==> src/rtl/gchop_pkg.sv <==
package gchop_pkg;

  typedef enum logic [2:0] {
    GC_IDLE,
    GC_WARM,
    GC_DELAY,
    GC_SETTLE,
    GC_GRAB
  } gc_state_e;

  // settling delay in ticks for a 3-bit code: base doubled per code step
  function automatic int unsigned gc_delay_ticks(input int unsigned base,
                                                 input logic [2:0] code);
    return base << code;
  endfunction

endpackage

==> src/rtl/gchop_timer.sv <==
module gchop_timer #(
  parameter int CNT_W = 18
) (
  input  logic             clk,
  input  logic             rst_n,
  input  logic             load,
  input  logic [CNT_W-1:0] load_val,
  input  logic             tick,
  output logic             expire
);

  logic [CNT_W-1:0] cnt_q;
  logic [CNT_W-1:0] cnt_d;

  always_comb begin
    cnt_d = cnt_q;
    if (load) begin
      cnt_d = load_val;
    end else if (tick && (cnt_q != '0)) begin
      cnt_d = cnt_q - CNT_W'(1);
    end
  end

  // last tick of the loaded span
  assign expire = tick && (cnt_q == CNT_W'(1));

  always_ff @(posedge clk or negedge rst_n) begin
    if (!rst_n) begin
      cnt_q <= '0;
    end else begin
      cnt_q <= cnt_d;
    end
  end

endmodule

==> src/rtl/gchop_seq.sv <==
module gchop_seq
  import gchop_pkg::*;
#(
  parameter int CNT_W      = 18,
  parameter int OSR_W      = 16,
  parameter int DLY_BASE   = 8,
  parameter int WARM_TICKS = 44
) (
  input  logic             clk,
  input  logic             rst_n,
  input  logic             start,
  input  logic             cont_mode,
  input  logic [2:0]       dly_code,
  input  logic [OSR_W-1:0] osr,
  input  logic             expire,
  input  logic             filt_valid,
  output logic             load,
  output logic [CNT_W-1:0] load_val,
  output logic             polarity,
  output logic             filt_rst,
  output logic             capture,
  output logic             emit
);

  gc_state_e        state_q, state_d;
  logic             pol_q, pol_d;
  logic             first_q, first_d;
  logic             cont_q, cont_d;
  logic             frst_q, frst_d;
  logic [CNT_W-1:0] dly_q, dly_d;
  logic [CNT_W-1:0] win_q, win_d;

  always_comb begin
    state_d  = state_q;
    pol_d    = pol_q;
    first_d  = first_q;
    cont_d   = cont_q;
    dly_d    = dly_q;
    win_d    = win_q;
    frst_d   = 1'b0;
    load     = 1'b0;
    load_val = dly_q;
    capture  = 1'b0;
    emit     = 1'b0;

    if (start) begin
      state_d  = GC_WARM;
      pol_d    = 1'b0;
      first_d  = 1'b1;
      cont_d   = cont_mode;
      dly_d    = CNT_W'(gc_delay_ticks(DLY_BASE, dly_code));
      win_d    = (CNT_W'(osr) << 1) + CNT_W'(osr);
      load     = 1'b1;
      load_val = CNT_W'(WARM_TICKS);
    end else begin
      case (state_q)
        GC_WARM: begin
          if (expire) begin
            state_d  = GC_DELAY;
            load     = 1'b1;
            load_val = dly_q;
          end
        end
        GC_DELAY: begin
          if (expire) begin
            state_d  = GC_SETTLE;
            load     = 1'b1;
            load_val = win_q;
            frst_d   = 1'b1;
          end
        end
        GC_SETTLE: begin
          if (expire) begin
            state_d = GC_GRAB;
          end
        end
        GC_GRAB: begin
          if (filt_valid) begin
            capture = 1'b1;
            emit    = !first_q;
            first_d = 1'b0;
            if (first_q || cont_q) begin
              state_d  = GC_DELAY;
              pol_d    = !pol_q;
              load     = 1'b1;
              load_val = dly_q;
            end else begin
              state_d = GC_IDLE;
              pol_d   = 1'b0;
            end
          end
        end
        default: begin
          state_d = GC_IDLE;
        end
      endcase
    end
  end

  always_ff @(posedge clk or negedge rst_n) begin
    if (!rst_n) begin
      state_q <= GC_IDLE;
      pol_q   <= 1'b0;
      first_q <= 1'b1;
      cont_q  <= 1'b0;
      frst_q  <= 1'b0;
      dly_q   <= '0;
      win_q   <= '0;
    end else begin
      state_q <= state_d;
      pol_q   <= pol_d;
      first_q <= first_d;
      cont_q  <= cont_d;
      frst_q  <= frst_d;
      dly_q   <= dly_d;
      win_q   <= win_d;
    end
  end

  assign polarity = pol_q;
  assign filt_rst = frst_q;

endmodule

==> src/rtl/gchop_combine.sv <==
module gchop_combine #(
  parameter int SAMPLE_W = 24
) (
  input  logic                clk,
  input  logic                rst_n,
  input  logic                capture,
  input  logic                emit,
  input  logic                polarity,
  input  logic [SAMPLE_W-1:0] sample,
  output logic [SAMPLE_W-1:0] result,
  output logic                res_valid
);

  localparam int EXT_W = SAMPLE_W + 1;

  logic [SAMPLE_W-1:0]     norm_q, norm_d;
  logic [SAMPLE_W-1:0]     inv_q, inv_d;
  logic [SAMPLE_W-1:0]     res_q, res_d;
  logic                    vld_q;
  logic [EXT_W-1:0]        norm_x, inv_x;
  logic signed [EXT_W-1:0] diff;
  logic signed [EXT_W-1:0] half;

  always_comb begin
    // pair the new sample with the stored one of opposite polarity
    if (polarity) begin
      norm_x = {norm_q[SAMPLE_W-1], norm_q};
      inv_x  = {sample[SAMPLE_W-1], sample};
    end else begin
      norm_x = {sample[SAMPLE_W-1], sample};
      inv_x  = {inv_q[SAMPLE_W-1], inv_q};
    end
    diff = $signed(norm_x - inv_x);
    half = diff >>> 1;

    norm_d = norm_q;
    inv_d  = inv_q;
    if (capture && !polarity) begin
      norm_d = sample;
    end
    if (capture && polarity) begin
      inv_d = sample;
    end
    res_d = emit ? half[SAMPLE_W-1:0] : res_q;
  end

  always_ff @(posedge clk or negedge rst_n) begin
    if (!rst_n) begin
      norm_q <= '0;
      inv_q  <= '0;
      res_q  <= '0;
      vld_q  <= 1'b0;
    end else begin
      norm_q <= norm_d;
      inv_q  <= inv_d;
      res_q  <= res_d;
      vld_q  <= emit;
    end
  end

  assign result    = res_q;
  assign res_valid = vld_q;

endmodule

==> src/rtl/gchop_ctrl.sv <==
module gchop_ctrl #(
  parameter int SAMPLE_W   = 24,
  parameter int OSR_W      = 16,
  parameter int DLY_BASE   = 8,
  parameter int WARM_TICKS = 44
) (
  input  logic                clk,
  input  logic                rst_n,
  input  logic                start,
  input  logic                cont_mode,
  input  logic [2:0]          dly_code,
  input  logic [OSR_W-1:0]    osr,
  input  logic                mod_tick,
  input  logic [SAMPLE_W-1:0] filt_data,
  input  logic                filt_valid,
  output logic                polarity,
  output logic                filt_rst,
  output logic [SAMPLE_W-1:0] result,
  output logic                res_valid
);

  localparam int DLY_W  = $clog2((DLY_BASE << 7) + 1);
  localparam int WIN_W  = OSR_W + 2;
  localparam int WARM_W = $clog2(WARM_TICKS + 1);
  localparam int MAX_AB = (DLY_W > WIN_W) ? DLY_W : WIN_W;
  localparam int CNT_W  = (MAX_AB > WARM_W) ? MAX_AB : WARM_W;

  logic             load;
  logic [CNT_W-1:0] load_val;
  logic             expire;
  logic             capture;
  logic             emit;
  logic             pol_int;

  gchop_timer #(
    .CNT_W (CNT_W)
  ) u_timer (
    .clk      (clk),
    .rst_n    (rst_n),
    .load     (load),
    .load_val (load_val),
    .tick     (mod_tick),
    .expire   (expire)
  );

  gchop_seq #(
    .CNT_W      (CNT_W),
    .OSR_W      (OSR_W),
    .DLY_BASE   (DLY_BASE),
    .WARM_TICKS (WARM_TICKS)
  ) u_seq (
    .clk        (clk),
    .rst_n      (rst_n),
    .start      (start),
    .cont_mode  (cont_mode),
    .dly_code   (dly_code),
    .osr        (osr),
    .expire     (expire),
    .filt_valid (filt_valid),
    .load       (load),
    .load_val   (load_val),
    .polarity   (pol_int),
    .filt_rst   (filt_rst),
    .capture    (capture),
    .emit       (emit)
  );

  gchop_combine #(
    .SAMPLE_W (SAMPLE_W)
  ) u_comb (
    .clk       (clk),
    .rst_n     (rst_n),
    .capture   (capture),
    .emit      (emit),
    .polarity  (pol_int),
    .sample    (filt_data),
    .result    (result),
    .res_valid (res_valid)
  );

  assign polarity = pol_int;

endmodule

==> config.mk <==
export PLATFORM = sky130hd
export DESIGN_NAME = gchop_ctrl
export DESIGN_NICKNAME = d
export VERILOG_FILES = /design/src/rtl/gchop_pkg.sv /design/src/rtl/gchop_timer.sv /design/src/rtl/gchop_seq.sv /design/src/rtl/gchop_combine.sv /design/src/rtl/gchop_ctrl.sv
export SDC_FILE = /design/constraint.sdc
export NUM_CORES = 1
export LEC_CHECK = 0
export CAP_MARGIN = 25
export CORE_MARGIN = 3
export CORE_UTILIZATION = 35
export CTS_CLUSTER_SIZE = 25
export DETAILED_ROUTE_END_ITERATION = 7
export DONT_BUFFER_PORTS = 1
export PLACE_DENSITY = 0.5
export SYNTH_ARGS = -nofsm -noshare
export SYNTH_HDL_FRONTEND = slang
export SYNTH_SLANG_ARGS = --single-unit
==> constraint.sdc <==
create_clock -name clk -period 3.3 [get_ports clk]
set_input_delay 0.66 -clock clk [delete_from_list [all_inputs] [get_ports clk]]
set_output_delay 0.66 -clock clk [all_outputs]
set_load 0.1 [all_outputs]
Word-level counts from Yosys, hierarchy flattened
Index checks and enable logic that the tools add are counted.
{"block": "word_totals", "input_bits": 49, "output_inout_bits": 27, "word_cells": 73, "reg_bits": 134}
{"block": "op_classes", "n_eq_ne": 9, "n_addsub": 3, "n_reduce_logical": 14, "mux": 34, "shift": 1}
{"cell": "two-way mux 18 bit", "count": 5}
{"cell": "two-way mux 25 bit", "count": 2}
{"cell": "subtractor 25 bit", "count": 1}
{"cell": "two-way mux 1 bit", "count": 19}
{"cell": "adder 17 x 16 -> 18 bit", "count": 1}
{"cell": "== test 18 x 1 -> 1 bit, second input constant", "count": 1}
{"cell": "nonzero test 18 bit", "count": 1}
{"cell": "<< shifter 4 x 3 -> 18 bit, first input constant", "count": 1}
{"cell": "subtractor 18 x 1 -> 18 bit, second input constant", "count": 1}
{"cell": "two-way mux 3 bit", "count": 5}
{"cell": "!= test 3 bit, second input constant", "count": 4}
{"cell": "case mux 3 bit (4 select lines)", "count": 1}
{"cell": "== test 3 x 2 -> 1 bit, second input constant", "count": 2}
{"cell": "nonzero test 2 bit", "count": 3}
{"cell": "logical AND 1 bit", "count": 4}
{"cell": "AND reduction 4 bit", "count": 1}
{"cell": "== test 3 x 1 -> 1 bit, second input constant", "count": 1}
{"cell": "== test 3 bit, second input constant", "count": 1}
{"cell": "logical NOT 1 bit", "count": 2}
{"cell": "two-way mux 2 bit", "count": 1}
{"cell": "case mux 1 bit (2 select lines)", "count": 1}
{"cell": "AND reduction 2 bit", "count": 1}
{"cell": "OR reduction 2 bit", "count": 1}
{"cell": "logical OR 1 bit", "count": 1}

Depth between registers and ports, before layout
{"block": "logic_depth", "ltp_word": 6, "mapped_depth": 13}

Modules after synthesis
From an unflattened synthesis, not the netlist that was laid out.
{"block": "unflattened", "hier_cells": 842, "hier_area_um2": 8211.6}
{"module": "gchop_combine", "instances": 1, "seq_area_each_um2": 1826.8, "area_per_inst_um2": 4654.5, "cells_per_inst": 437}
{"module": "gchop_seq", "instances": 1, "seq_area_each_um2": 827.0, "area_per_inst_um2": 2309.7, "cells_per_inst": 264}
{"module": "gchop_timer", "instances": 1, "seq_area_each_um2": 450.4, "area_per_inst_um2": 1247.4, "cells_per_inst": 141}

Worst setup path before layout
Ideal clock, no wire load.
{"block": "synth_timing", "kind": "reg2reg", "startpoint": "reg u_seq.pol_q (netlist: u_seq.polarity)", "endpoint": "reg u_comb.res_q[19] (netlist: u_comb.result[19])", "arrival_time_ns": 4.009, "setup_slack_ns": -0.805, "path_stages_with_launch": 13, "path_buffers": 3, "path_cell_list": "dfrtp_1 -> buf_2 -> clkbuf_1 -> clkbuf_1 -> mux2i_1 -> fa_1 -> a21o_1 -> a21o_1 -> a21oi_1 -> nor3_1 -> o21ai_0 -> a21boi_0 -> o31ai_1"}
{"block": "synth_via", "elab_chain_len": 2}
{"element": "from (decl)", "line_no": "gchop_seq.sv:26", "text": "logic pol_q, pol_d;"}
{"element": "from (signal assigned)", "line_no": "gchop_seq.sv:111", "text": "pol_q <= pol_d;"}
{"element": "two-way mux 25 bit", "line_no": "gchop_combine.sv:26", "text": "if (polarity) begin"}
{"element": "subtractor 25 bit (*)", "line_no": "gchop_combine.sv:33", "text": "diff = $signed(norm_x - inv_x);"}
{"element": "to (signal assigned)", "line_no": "gchop_combine.sv:56", "text": "res_q <= res_d;"}
{"element": "to (decl)", "line_no": "gchop_combine.sv:18", "text": "logic [SAMPLE_W-1:0] res_q, res_d;"}
Mark *: on every way between the ends. The rest lies on a longest branch, timed or not.
A chain may end at the register's enable or synchronous reset.

Final worst setup path
{"block": "layout_timing", "startpoint": "reg u_seq.pol_q (netlist: u_seq.polarity)", "endpoint": "reg u_comb.res_q[18] (netlist: u_comb.result[18])"}
The elaborated chain is that of the path after synthesis.

==> results.md <==
* Worst Setup Path Type: register to register
* Fin. Hold Viols at roughly 120
* Yosys warns at 0
* Overall die area at approximately 23,000 um^2
* Seq cells post-synth at around 120
* CP Data Arrival Time at 3.40 ns
* Core area at 21,200 um^2
* Layout cells sized above 1 at 19.1%
* WP depth at 11
* Cell family with most CP delay: compound AO/OA/AOI/OAI gates
* H-tree depth at 4
* Startpoint types: register
* Final wirelength at 18.4 mm
* WHS at -0.0717 ns
* Critical path peak fanout at 8
* Lkg Pwr at 3.82 nW
* Logic pwr share at 11.8%
* Min-delay worst type: input pin to async pin
* Leading area contributor after synthesis: dfrtp_1
* Synth unique cells at 64
* Cell internal pwr at 3.06 mW
* Post-DP Area at 7970 um^2
* Antenna Diode Count at 0
* Period utilization at between 90% and 100%
* CP max-delay cell: dfrtp_4
* Most frequent cells after synthesis: dfrtp_1, mux2_2, nand2_1, a21oi_1, nor2_1
* Worst R2R Path Depth at 11
* Synth Instances at between 700 and 800
* Status: complete, but fails checks
* Fin area at 8620 um^2
* Total power at 4.06 mW
* Largest stage delay on the critical path at 0.53 ns
* Peak VDD IR at 0.294 mV
* Mapped cell area at 7570 um^2
* Hpwl dp at 13.4 mm
* Rel. slew slack at 35.8%
* Most common cell in the netlist: dfrtp_1
* Clock Sinks at 124
* Area grow syn2layout at 13.8%
* Largest net degree at the start of global routing at 125
* Failing checks: negative hold slack
* Syn nets at ~850
* Via/cell ratio at approximately 5.4
* I/O Buffers at 0
* Pre-CTS setup slack at 0.0266 ns
* GPL Wtd Cong at 0.848
* Fin util at between 40% and 50%
* CTS Root Cell: clkbuf_16
* Clk Latency, worst-skew pair at 0.42 ns
* First-pass GRT wire length at between 30 and 40 mm
* Post-synthesis async set-or-reset flop share at 100%
* Seq/Total Area, Yosys at 41.0%
* Starting Density at 35.8%
* CTS tree: done
* Grt ovf at 0
* Crit path capture type: register
* Setup violators final at 0
* Clock skew at 0.00815 ns
* Drt first-iter violations at 292
* Drt pass-1 iters at 4
* Residual DRC at 0
* CTS buffer count at 17
* NetSw at between 0.9 and 1 mW
* Die extent in x at approximately 150 um
* Synth top area share at 40.7%
* Antenna-violating nets left at 0
* Final min period at ~3.1 ns
* CP Cell Sequence: buf_12, mux2_2, ha_1, a21oi_1, o31ai_4, a311oi_1, buf_4, o21ai_1, a21boi_0, xor2_1, o21ai_0
* Row count at 53
* Clock slew at reported path FFs at 0.06 ns
* Clk network pwr share at 47.2%
* Average wire per standard cell at 17.4 um
* Worst r2r dst: u_comb.result[18]
* Worst R2R Setup Slack at 0.19 ns
* Antenna violations before repair at 0
* Post-route setup slack at 0.186 ns
* Vias in the first global route at between 5,000 and 6,000
* Switch share at 24.6%
* Worst r2r src: u_seq.polarity
* Fin nets at 863
* CP bufs+invs at 2
* Main synth FF type: dfrtp_1
* Max Clk Rate at roughly 320 MHz
* Critical Path Sink: u_comb.result[18]
* Largest cells by area after synthesis: dfrtp_1, mux2_2, ha_1, a21oi_1, mux2i_1
* Sequential share of power at 41.0%
* Number of synthesized flops with an enable pin at 0
* Critical Path Start: u_seq.polarity
* Req. time, crit path at 3.59 ns
* Pwr Density at 471 nW/um^2
* Fin. max-slew vios at 0
* Syn_area_per_cell at 10.1 um^2
* All-layer global routing usage at between 10% and 20%
* Max Root-Sink Buffers at 2
* Max-cap violation count at 0
* Die H at 153 um
* Total number of vias at about 5,700
* Worst Max-Slew Pin Slew at 0.962 ns
* I/O Pins at 76
==> cells in the final DEF (no fill, tap or decap), types with 4 or more instances in the layout <==
master and n:
mux2_2 81, xnor2_1 20, o21ai_0 41, nand4_1 6, nor2b_1 6, a31oi_1 13, and3_1 5, nand2_1 62
nand2b_1 8, nand3_1 15, o21a_1 5, nor4_1 8, a21boi_0 4, clkbuf_16 17, nor2_1 45, a21oi_1 59
inv_1 25, dfrtp_1 122, buf_4 26, a21o_1 18, a211oi_1 4, clkbuf_8 4, o22ai_1 13, o211ai_1 4
o31ai_1 6, nor3_1 13, mux2i_1 25, xor2_1 17, ha_1 43
==> worst register-to-register path, cell delays in order (launching register included) <==
cell and delay [ns]:
dfrtp_4 0.53, buf_12 0.16, mux2_2 0.27, ha_1 0.35, a21oi_1 0.29, o31ai_4 0.15, a311oi_1 0.34, buf_4 0.19
o21ai_1 0.12, a21boi_0 0.28, xor2_1 0.21, o21ai_0 0.09
==> cells by family after synthesis <==
kind of cell             count (synthesis)  synth area share, %
flip-flops                             124                 41.0
AO/OA/AOI/OAI                          197                 16.5
adder cells (fa/ha/maj)                 45                 7.64
AND/OR/NAND/NOR                        188                 12.3
XOR/XNOR                                37                 4.28
multiplexers                           106                 15.4
buffers and inverters                   56                 2.91
==> worst min path at each step <==
| stage | depth (start not counted) | end | start | slack [ns] |
|---|---|---|---|---|
| floorplan | 0 | u_comb.inv_q[0] | rst_n | 0.36 |
| global placement | 0 | u_comb.norm_q[4] | rst_n | 0.37 |
| detailed placement | 0 | u_comb.result[5] | rst_n | 0.37 |
| CTS | 0 | u_comb.result[5] | rst_n | -0.08 |
| global route | 0 | u_comb.result[5] | rst_n | -0.09 |
| finish | 0 | u_comb.result[5] | rst_n | -0.07 |
==> layout make-up <==
type / count / area (um^2)
well taps: 275 / 344
clock inverters: 7 / 113
repair buffers: 27 / 215
inverters: 26 / 97.6
flip-flops and latches: 124 / 3110
clock buffers: 23 / 488
fillers: 2057 / 12500
multi-input cells: 573 / 4250
==> flip-flops by register name (all words and copies together) (netlist names) <==
| signal | flops |
|---|---|
| u_seq.first_q | 1 |
| u_seq.state_q | 3 |
| u_comb.res_valid | 1 |
| u_comb.inv_q | 24 |
| u_comb.norm_q | 24 |
| u_seq.cont_q | 1 |
| u_seq.filt_rst | 1 |
| u_comb.result | 24 |
| u_seq.polarity | 1 |
| u_seq.dly_q | 8 |
| u_seq.win_q | 18 |
| u_timer.cnt_q | 18 |
==> routing by layer <==
| metal | vias up | track usage (%) | part of all wire, % |
|---|---|---|---|
| li1 | 2793 | - | - |
| met1 | 2797 | 19.1 | 44 |
| met2 | 102 | 27.5 | 50 |
| met3 | 18 | 3.79 | 4.5 |
| met4 | 0 | 5.26 | 1.5 |
| met5 | - | 0 | 0 |
==> per-stage QoR <==
stage | cells | setup TNS (ns)
6_report | 1055 | 0
5_1_grt | 1055 | -0.000279
4_1_cts | 1050 | 0
3_5_place_dp | 1020 | 0
3_3_place_gp | 1020 | 0
2_1_floorplan | 753 | 0
==> power by group through the flow <==
stage          Combinational (mW)  Clock [mW]  Sequential (mW)
2_1_floorplan               0.380           0             1.67
3_3_place_gp                0.468           0             1.69
3_5_place_dp                0.476           0             1.69
4_1_cts                     0.479        1.96             1.67
5_1_grt                     0.533        2.03             1.67
6_report                    0.478        1.92             1.67
==> repair_timing <==
action	CTS	global route
resized for setup	0	1
endpoints found under the hold margin	123	123
setup buffers	0	5
endpoints found under the setup margin	0	5
Note: power is estimated with default switching activity, not from simulation.
